--- config.mk ---
export PLATFORM = sky130hd
export DESIGN_NAME = brep_ctrl
export DESIGN_NICKNAME = d
export VERILOG_FILES = /design/src/rtl/brep_ctrl.sv
export SDC_FILE = /design/constraint.sdc
export NUM_CORES = 1
export LEC_CHECK = 0
export CAP_MARGIN = 20
export CORE_MARGIN = 3
export CORE_UTILIZATION = 42
export CTS_BUF_LIST = sky130_fd_sc_hd__clkbuf_4
export CTS_CLUSTER_DIAMETER = 50
export CTS_CLUSTER_SIZE = 16
export DETAILED_ROUTE_END_ITERATION = 12
export PLACE_DENSITY = 0.79
export SLEW_MARGIN = 10
export SYNTH_ARGS = -nofsm -noshare
export SYNTH_HDL_FRONTEND = slang
export SYNTH_SLANG_ARGS = --single-unit
--- constraint.sdc ---
create_clock -name clk -period 2.65 [get_ports clk]
set_input_delay 0.53 -clock clk [delete_from_list [all_inputs] [get_ports clk]]
set_output_delay 0.53 -clock clk [all_outputs]
set_load 0.005 [all_outputs]
--- src/rtl/brep_ctrl.sv ---
module brep_ctrl #(
  parameter int AW       = 16,
  parameter int CW       = 8,
  parameter int TW       = 4,
  parameter int PC_BACK  = 2,
  parameter int EXTRA_T  = 5
) (
  input  logic          clk,
  input  logic          rst_n,
  input  logic          iter_done,
  input  logic [1:0]    cls,
  input  logic [AW-1:0] pair_cnt,
  input  logic [CW-1:0] byte_cnt,
  input  logic          zf,
  input  logic [AW-1:0] pc_in,
  output logic          rsp_valid,
  output logic          rpt,
  output logic [AW-1:0] pc_next,
  output logic [TW-1:0] extra_t,
  output logic          mp_we,
  output logic [AW-1:0] mp_val
);
  localparam logic [1:0] CL_XFER = 2'd0;
  localparam logic [1:0] CL_SRCH = 2'd1;
  localparam logic [1:0] CL_PORT = 2'd2;
  localparam logic [AW-1:0] BACK = AW'(PC_BACK);
  localparam logic [TW-1:0] XT   = TW'(EXTRA_T);

  typedef enum logic {ST_IDLE, ST_REPORT} st_t;
  st_t st_q;

  logic go;
  logic [AW-1:0] pc_back;

  always_comb begin
    unique case (cls)
      CL_XFER: go = |pair_cnt;
      CL_SRCH: go = (|pair_cnt) && !zf;
      CL_PORT: go = |byte_cnt;
      default: go = 1'b0;
    endcase
  end

  assign pc_back   = pc_in - BACK;
  assign rsp_valid = (st_q == ST_REPORT);

  always_ff @(posedge clk) begin
    if (!rst_n) begin
      st_q    <= ST_IDLE;
      rpt     <= 1'b0;
      pc_next <= '0;
      extra_t <= '0;
      mp_we   <= 1'b0;
      mp_val  <= '0;
    end else begin
      st_q <= iter_done ? ST_REPORT : ST_IDLE;
      if (iter_done) begin
        rpt     <= go;
        pc_next <= go ? pc_back : pc_in;
        extra_t <= go ? XT : '0;
        mp_we   <= go && (cls != CL_PORT);
        mp_val  <= pc_back + AW'(1);
      end else begin
        rpt   <= 1'b0;
        mp_we <= 1'b0;
      end
    end
  end
endmodule


==> results.yml, run 1 <==
synth:
  yosysWarnings: 0
  netlist_instances: 278
  synth-edff-count: 0
  seq_area_frac_synth: 0.3046
  async_flop_share: 0
  ys.flop_type: "dfxtp_1"
  syn-cell-area_sq_um: 2366
  syn_avg_cell_area_sq_um: 8.511
  yosys.cell_types.count: 58
  ys_seq_elements: 36
worst_setup_path:
  r2r-start: "mp_val[7]$_SDFFE_PN0P_"
  critical_path_required_ns: 2.93
  startpoint_type: "input port"
  r2r_slack_ns: 1.86
  startpoint: "pc_in[10]"
  crit_type: "input port to flip-flop"
  crit_fanout: 5
  crit_path_end_kind: "flip-flop"
  crit_arrival_ns: 2.90
routing:
  post-route-drc-count: 0
  drt_first_pass_iters: 4
  dr_total_vias: 2577
  drt-initial-drc-count: 142
  routed_wl_mm: 7.518
  routedWlPerCell_um: 15.89
  ant_nets: 0
  vias_per_cell: 5.448
global_route:
  grt_pass1_vias: 2504
  grt_pass1_wl_mm: 12.25
  grt_antenna_before_repair: 0
  grt-ovfl-total: 0
  track_usage: 0.2384
  grt_max_degree: 35
timing:
  rsz0062_at_grt: "true"
  hold_viol: 0
  tightest_slew_ns: 0.6866
  setup_viol: 0
  clock_skew_ns: 0
  max_slew_margin: 0.5422
  layout_min_cycle_time_ns: 2.622
  finalMaxSlewViolations: 0
  period_share: 0.9896
  clock.fmax_mhz: 381.3
layout:
  most-common-layout-cells: "77 x clkdlybuf4s50_1, 58 x buf_4, 36 x dfxtp_1"
  drive_above_1_share: 0.2308
  postLayoutCellArea_sq_um: 3724
  nets: 450
  final_common_cell: "clkdlybuf4s50_1"
  area_growth_pct: 57.38
  diodes: 0
floorplanning:
  dieArea_sq_um: 6570
  start_util: 0.4490
  dieHeight_um: 81.06
  die_w_um: 81.06
  ios: 85
  std_cell_rows: 26
  coreArea_sq_um: 5270
place:
  hpwl_mm: 5.661
  gp_congestion: 0.9323
  placedInstanceArea_sq_um: 3593
  io_buffers: 82
run:
  maxCapViolations: 0
hold_path:
  hold_path_class: "flip-flop to flip-flop"
  hp-start: "pc_next[5]$_SDFFE_PN0P_"
run_status:
  status: "completed"
clock_network:
  h-tree-depth: 2
  cts_buffers: 5
  cts_setup_buffers: 0
  cts.sinks: 36
  clkLatencyLatePin_ns: 0.36
  clk_pin_slew_ns: 0.13
  cts-root-buf: "clkbuf_4"
  cts_tree: "done"
  cts_buffer_depth: 2
power:
  pwr-share-clk: 0.289
  total_power_uw: 1414
  seqPwrFrac: 0.422
  powerDensity_nw_per_um2: 379.7
  peakVddDrop_uv: 281.4
  p_sw_frac: 0.2840
  combPwrFrac: 0.289
  leakagePower_uw: 0.001393
  p_switching_uw: 401.6
  power.internal_uw: 1012
[per-stage QoR]
step / setup WS (ns) / TNS, ns / hold slack, ns / util / std cells
finish: 0.02766 / 0 / 0.4664 / 0.7066 / 473
global route: -0.01385 / -0.02256 / 0.4834 / 0.7066 / 473
CTS: 0.01965 / 0 / 0.4707 / 0.6985 / 473
detailed placement: -0.4236 / -2.039 / 0.4453 / 0.6819 / 465
global placement: -0.3816 / -1.555 / 0.4389 / 0.6819 / 465
floorplan: 0.0001243 / 0 / 0.4487 / - / 279
[flip-flops by register name, indices dropped and copies added (netlist names)]
name,cells
extra_t,1
rpt,1
rsp_valid,1
mp_val,16
pc_next,16
mp_we,1
[final cells by class]
| cell class | count | area [sq um] |
|---|---|---|
| fill | 437 | 1546 |
| multi-input combinational | 211 | 1524 |
| timing repair buffer | 143 | 1292 |
| sequential | 36 | 720.7 |
| tap | 70 | 87.58 |
| clock inverter | 3 | 42.54 |
| clock buffer | 5 | 37.54 |
| inverter | 5 | 18.77 |
[routing by layer]
metal  vias up  wire length, um  global-route usage
li1       1252                -                   -
met1      1206             3110              0.2964
met2       114             3598              0.4089
met3         5              754             0.06430
met4         0               55             0.05743
met5         -                0                   0
[path summary, 6_finish.rpt]
kind	to	depth (start not counted)
min	pc_next[5]$_SDFFE_PN0P_	2
min reg2reg	pc_next[5]$_SDFFE_PN0P_	2
max	mp_val[15]$_SDFFE_PN0P_	7
max reg2reg	mp_val[7]$_SDFFE_PN0P_	3
[worst max-delay path, cell delays in order]
cell and delay [ns]:
clkdlybuf4s50_1 0.43, or4_4 0.53, or4_4 0.44, nor2_2 0.14
xnor2_1 0.08, or4_1 0.51, a32o_1 0.23
[kinds of logic (layout without fill, tap and decap cells)]
group / Yosys count / count (layout) / share of synthesized area
muxes: 9 / 9 / 0.03860
AOI/OAI and AO/OA: 62 / 62 / 0.1729
other: 1 / 2 / 0.001585
DFF: 36 / 36 / 0.3046
and+or+nand+nor: 107 / 107 / 0.2665
buffers and inverters: 32 / 156 / 0.08197
adders and majority gates: 2 / 2 / 0.01057
xor gates and xnor gates: 29 / 29 / 0.1232
[cell usage after synthesis, types with 2 or more instances]
library cell  count  share of area
a21o_1            2         0.0063
a21oi_1          13          0.027
a31oi_1           3         0.0079
a32o_1            2         0.0085
and2_1            3         0.0079
buf_2             2         0.0042
buf_4             5          0.016
buf_6             7          0.033
clkbuf_1         13          0.021
dfxtp_1          36           0.30
ha_1              2          0.011
inv_1             4         0.0063
mux2i_1           8          0.034
nand2_1          18          0.029
nand3_1          10          0.021
nand4_1           4          0.011
nor2_1           13          0.021
nor2b_1          12          0.032
nor3_1           11          0.023
nor4_1           13          0.034
nor4b_1           3          0.011
o2111ai_1         2         0.0074
o211a_1           2         0.0085
o211ai_1          6          0.019
o21ai_0          18          0.038
o31ai_1           4          0.013
o41ai_1           2         0.0074
or2_2             2         0.0053
or4_1             3         0.0095
or4_4             2         0.0095
xnor2_1          20          0.074
xor2_1            7          0.026
[repair_timing]
| action | in CTS | in global routing |
|---|---|---|
| resized for setup | 9 | 10 |
| hold buffers | 0 | 0 |
| pin swaps | 4 | 1 |
| gates cloned | 0 | 0 |
| endpoints found under the setup margin | 1 | 4 |
[power groups by stage]
stage | Combinational, uW | Clock [uW] | Sequential [uW]
5_1_grt | 440 | 444 | 602
2_1_floorplan | 174 | 0 | 611
4_1_cts | 403 | 412 | 597
3_3_place_gp | 393 | 0 | 608
6_report | 408 | 408 | 597
3_5_place_dp | 400 | 0 | 609
No activity file was read; power rests on OpenSTA's default activity.
==> inputs of run 2 (changes only) <==
--- a/config.mk
+++ b/config.mk
@@ -5,14 +5,13 @@
 export SDC_FILE = /design/constraint.sdc
 export NUM_CORES = 1
 export LEC_CHECK = 0
-export CAP_MARGIN = 20
-export CORE_MARGIN = 3
+export CORE_MARGIN = 2
 export CORE_UTILIZATION = 42
 export CTS_BUF_LIST = sky130_fd_sc_hd__clkbuf_4
 export CTS_CLUSTER_DIAMETER = 50
 export CTS_CLUSTER_SIZE = 16
 export DETAILED_ROUTE_END_ITERATION = 12
-export PLACE_DENSITY = 0.79
+export PLACE_DENSITY = 0.82
 export SLEW_MARGIN = 10
 export SYNTH_ARGS = -nofsm -noshare
 export SYNTH_HDL_FRONTEND = slang
==> run 2 against run 1 <==
  * Largest cell class unchanged
  * Non-clock buffer count rose by 4
  * Global-route usage hardly changed
  * Flip-flop and latch count did not move
  * Sequential power barely moved
  * Critical path depth unchanged
  * Die area shrank 4.9%
  * Combinational power barely moved
  * Design area is 0.24% higher
==> results.yml, run 2 (synthesis results as in run 1) <==
clock_network:
  clkLatencyLatePin_ns: 0.35
  cts_buffers: 5
  cts-root-buf: "clkbuf_4"
  clk_pin_slew_ns: 0.11
  cts_buffer_depth: 2
  h-tree-depth: 2
  cts.sinks: 36
  cts_tree: "done"
timing:
  finalMaxSlewViolations: 0
  clock.fmax_mhz: 379.9
  max_slew_margin: 0.5723
  timing.final.ws_setup_ns: 0.01777
  layout_min_cycle_time_ns: 2.632
  clock_skew_ns: 0
  tightest_slew_ns: 0.6415
  hold_viol: 0
  setup_viol: 0
  period_share: 0.9933
  rsz0062_at_grt: "false"
power:
  power.internal_uw: 1026
  p_sw_frac: 0.2685
  leakagePower_uw: 0.001434
  peakVddDrop_uv: 260.6
  powerDensity_nw_per_um2: 375.8
  pwr-share-clk: 0.284
  p_switching_uw: 376.6
  combPwrFrac: 0.291
  seqPwrFrac: 0.425
worst_setup_path:
  startpoint: "pc_in[3]"
  critical_path_required_ns: 2.91
  crit_type: "input port to flip-flop"
  startpoint_type: "input port"
  r2r-start: "pc_next[2]$_SDFFE_PN0P_"
  crit_fanout: 7
  crit_path_end_kind: "flip-flop"
  crit_arrival_ns: 2.89
floorplanning:
  die_w_um: 79.06
  coreArea_sq_um: 5473
  dieArea_sq_um: 6250
  dieHeight_um: 79.06
  std_cell_rows: 27
  start_util: 0.4323
  ios: 85
hold_path:
  hold_path_class: "flip-flop to flip-flop"
  hp-start: "mp_val[11]$_SDFFE_PN0P_"
layout:
  diodes: 0
  top_regs: "mp_val x16, pc_next x16"
  area_growth_pct: 57.75
  fill_cells: 465
  postLayoutCellArea_sq_um: 3732
  most-common-layout-cells: "73 x clkdlybuf4s50_1, 61 x buf_4, 36 x dfxtp_1"
  drive_above_1_share: 0.2211
  final_common_cell: "clkdlybuf4s50_1"
  nets: 454
place:
  hpwl_mm: 5.481
  gp_congestion: 0.9217
  io_buffers: 82
  post-place-ws_ns: -0.4865
  placedInstanceArea_sq_um: 3588
routing:
  vias_per_cell: 5.372
  routed_wl_mm: 7.155
  drt-initial-drc-count: 149
  routedWlPerCell_um: 14.94
  post-route-drc-count: 0
  drt_first_pass_iters: 4
  dr_total_vias: 2573
  ant_nets: 0
run:
  maxCapViolations: 0
run_status:
  status: "completed"
global_route:
  grt_pass1_vias: 2518
  grt_pass1_wl_mm: 11.70
  grt_antenna_before_repair: 0
  grt-ovfl-total: 0
  track_usage: 0.2381
  grt_max_degree: 34
## run 2: cell count changes in the layout (fill, tap and decap cells not counted), sizes merged
cell / before / now
buf: 61 / 65
clkbuf: 5 / 6
clkdlybuf4s50: 77 / 73
clkinvlp: 1 / 0
dlygate4sd2: 5 / 7
dlymetal6s2s: 0 / 2
## run 2: layout make-up
cell class	count	area, sq um	share of cell area
multi-input combinational	211	1494	0.4003
tap	72	90.09	0.02414
timing repair buffer	147	1329	0.3560
clock inverter	2	35.03	0.009387
inverter	5	18.77	0.005028
sequential	36	720.7	0.1931
clock buffer	6	45.04	0.01207
## run 2: critical path: stages
cell           delay, ns
dlygate4sd2_1       0.33
or4_4               0.56
or3_4               0.44
xnor2_4             0.18
nand4bb_4           0.11
or4_1               0.50
a32o_1              0.23
## run 2: final timing paths
check	endpoint	slack, ns	depth (start not counted)
hold reg to reg	mp_val[11]$_SDFFE_PN0P_	0.49	2
setup / recovery	mp_val[15]$_SDFFE_PN0P_	0.02	7
hold / removal	mp_val[11]$_SDFFE_PN0P_	0.49	2
setup reg to reg	pc_next[2]$_SDFFE_PN0P_	1.88	2
## run 2: metrics by stage
| step | hold slack, ns | power [uW] | instances | setup TNS [ns] | util |
|---|---|---|---|---|---|
| finish | 0.4856 | 1403 | 479 | 0 | 0.6820 |
| global route | 0.5075 | 1473 | 479 | 0 | 0.6820 |
| CTS | 0.4907 | 1413 | 476 | 0 | 0.6747 |
| detailed placement | 0.4741 | 1010 | 466 | -2.110 | 0.6557 |
| global placement | 0.4411 | 1001 | 466 | -1.739 | 0.6557 |
| floorplan | 0.4487 | 784.9 | 279 | 0 | - |
## run 2: routing by layer
metal  GRT usage  vias to the layer above  share of wire
li1            -                     1266              -
met1      0.2867                     1219           0.41
met2      0.4280                       77           0.52
met3     0.03977                       11          0.058
met4     0.07931                        0          0.014
met5           0                        -              0
## run 2: timing repair
| action | in CTS | in global routing |
|---|---|---|
| endpoints found under the hold margin | 0 | 0 |
| buffers inserted | 2 | 3 |
| resized for setup | 11 | 4 |
| hold buffers | 0 | 0 |
| setup endpoints to repair | 2 | 2 |
| pin swaps | 6 | 4 |
| gates cloned | 0 | 0 |
## run 2: power groups by stage
stage	clock (uW)	combinational, uW	sequential [uW]
floorplan	0	174	611
global placement	0	393	608
detailed placement	0	401	609
CTS	412	404	597
global route	429	443	601
finish	398	408	596
==> inputs of run 3 (changes only) <==
--- a/config.mk
+++ b/config.mk
@@ -11,6 +11,7 @@
 export CTS_CLUSTER_DIAMETER = 50
 export CTS_CLUSTER_SIZE = 16
 export DETAILED_ROUTE_END_ITERATION = 12
+export GPL_ROUTABILITY_DRIVEN = 0
 export PLACE_DENSITY = 0.82
 export SLEW_MARGIN = 10
 export SYNTH_ARGS = -nofsm -noshare
==> run 3 against run 2 <==
  * Utilization decreased by 0.64 points
  * Routed wire length decreased by 1.9%
  * Clock skew unchanged
  * First-iteration DRC count decreased by 36%
  * Register-to-register slack about the same
  * Die area unchanged
  * Total power decreased by 8.8%
  * Critical path type unchanged
==> results.yml, run 3 (synthesis results as in run 1) <==
run_status:
  status: "completed"
worst_setup_path:
  startpoint: "pc_in[6]"
  crit_path_end_kind: "flip-flop"
  crit_type: "input port to flip-flop"
  r2r_slack_ns: 1.87
  crit_fanout: 3
  critical_path_required_ns: 2.91
  crit_arrival_ns: 2.87
  startpoint_type: "input port"
  r2r-start: "mp_val[10]$_SDFFE_PN0P_"
  cp-endpoint: "mp_val[15]$_SDFFE_PN0P_"
  r2r_cells: 3
  r2r-end: "mp_val[10]$_SDFFE_PN0P_"
floorplanning:
  start_util: 0.4323
  dieHeight_um: 79.06
  coreArea_sq_um: 5473
  die_w_um: 79.06
  dieArea_sq_um: 6250
  std_cell_rows: 27
  ios: 85
global_route:
  grt_antenna_before_repair: 0
  grt-ovfl-total: 0
  grt_pass1_wl_mm: 11.89
  track_usage: 0.2409
  grt_pass1_vias: 2603
  grt_max_degree: 34
routing:
  dr_total_vias: 2523
  drt_first_pass_iters: 4
  drt-initial-drc-count: 95
  ant_nets: 0
  vias_per_cell: 5.278
  post-route-drc-count: 0
  routed_wl_mm: 7.019
  routedWlPerCell_um: 14.68
power:
  leakagePower_uw: 0.001398
  peakVddDrop_uv: 287.4
  power.internal_uw: 908.0
  p_sw_frac: 0.2905
  pwr-share-clk: 0.219
  total_power_uw: 1280
  combPwrFrac: 0.315
  seqPwrFrac: 0.466
  p_switching_uw: 371.8
  powerDensity_nw_per_um2: 346.1
clock_network:
  cts_buffer_depth: 2
  h-tree-depth: 2
  clk_pin_slew_ns: 0.11
  cts_tree: "done"
  clkLatencyLatePin_ns: 0.34
  cts.sinks: 36
  cts_buffers: 5
  cts-root-buf: "clkbuf_4"
layout:
  area_growth_pct: 56.27
  diodes: 0
  top_regs: "mp_val x16, pc_next x16"
  final_common_cell: "clkdlybuf4s50_1"
  nets: 454
  final_cells: 478
  most-common-layout-cells: "72 x clkdlybuf4s50_1, 63 x buf_4, 36 x dfxtp_1"
  drive_above_1_share: 0.2291
timing:
  max_slew_margin: 0.5514
  hold_viol: 0
  clock_skew_ns: 0
  layout_min_cycle_time_ns: 2.611
  setup_tns_ns: 0
  setup_viol: 0
  period_share: 0.9851
  finalMaxSlewViolations: 0
  clock.fmax_mhz: 383.1
  tightest_slew_ns: 0.6730
hold_path:
  hp-start: "pc_next[5]$_SDFFE_PN0P_"
  hold_path_class: "flip-flop to flip-flop"
place:
  dp.cells: 468
  hpwl_mm: 5.433
  io_buffers: 82
run:
  maxCapViolations: 0
run 3: worst min path at each step:
stage / end / slack, ns / cells past startpoint
floorplan: pc_next[12]$_SDFFE_PN0P_ / 0.45 / 2
global placement: pc_next[5]$_SDFFE_PN0P_ / 0.44 / 2
detailed placement: pc_next[5]$_SDFFE_PN0P_ / 0.46 / 2
CTS: pc_next[5]$_SDFFE_PN0P_ / 0.48 / 2
global route: mp_val[15]$_SDFFE_PN0P_ / 0.50 / 1
finish: pc_next[5]$_SDFFE_PN0P_ / 0.48 / 2
run 3: area by class of cell:
| class | count | area (sq um) |
|---|---|---|
| clock buffers | 5 | 37.54 |
| repair buffers | 147 | 1313 |
| well taps | 72 | 90.09 |
| multi-input cells | 211 | 1510 |
| clock inverters | 2 | 7.507 |
| inverters | 5 | 18.77 |
| fillers | 480 | 1775 |
| flip-flops and latches | 36 | 720.7 |
run 3: worst max-delay path: stages:
cell and delay (ns):
clkdlybuf4s50_1 0.43, or3_2 0.53, or3_4 0.43, xnor2_4 0.18, nand4bb_4 0.13, or4_4 0.42, a32o_1 0.22
run 3: power groups by stage:
stage / Combinational (uW) / Sequential (uW) / Clock, uW
final: 404 / 596 / 280
after detailed placement: 400 / 609 / 0
after floorplan: 174 / 611 / 0
after global placement: 392 / 608 / 0
after global routing: 439 / 601 / 312
after CTS: 403 / 597 / 287
run 3: layer usage:
layer	wire (um)	track usage	part of all wire
met5	0	0	0
met4	77	0.07069	0.011
met3	380	0.05000	0.054
met2	3660	0.4449	0.52
met1	2900	0.2779	0.41
run 3: timing repair:
action,4_1_cts,5_1_grt
setup endpoints to repair,2,2
pin swaps,6,0
hold buffers,0,0
gates resized for setup,18,2
buffers inserted,3,0
endpoints found under the hold margin,0,0
run 3: metrics by stage:
step | setup slack [ns] | hold WS (ns) | util | instance area, sq um
after floorplan | 0.0001243 | 0.4487 | - | 2396
after global placement | -0.3813 | 0.4438 | 0.6584 | 3603
after detailed placement | -0.4602 | 0.4562 | 0.6584 | 3603
after CTS | 0.01419 | 0.4822 | 0.6735 | 3686
after global routing | -0.006155 | 0.5027 | 0.6756 | 3697
final | 0.03944 | 0.4788 | 0.6756 | 3697
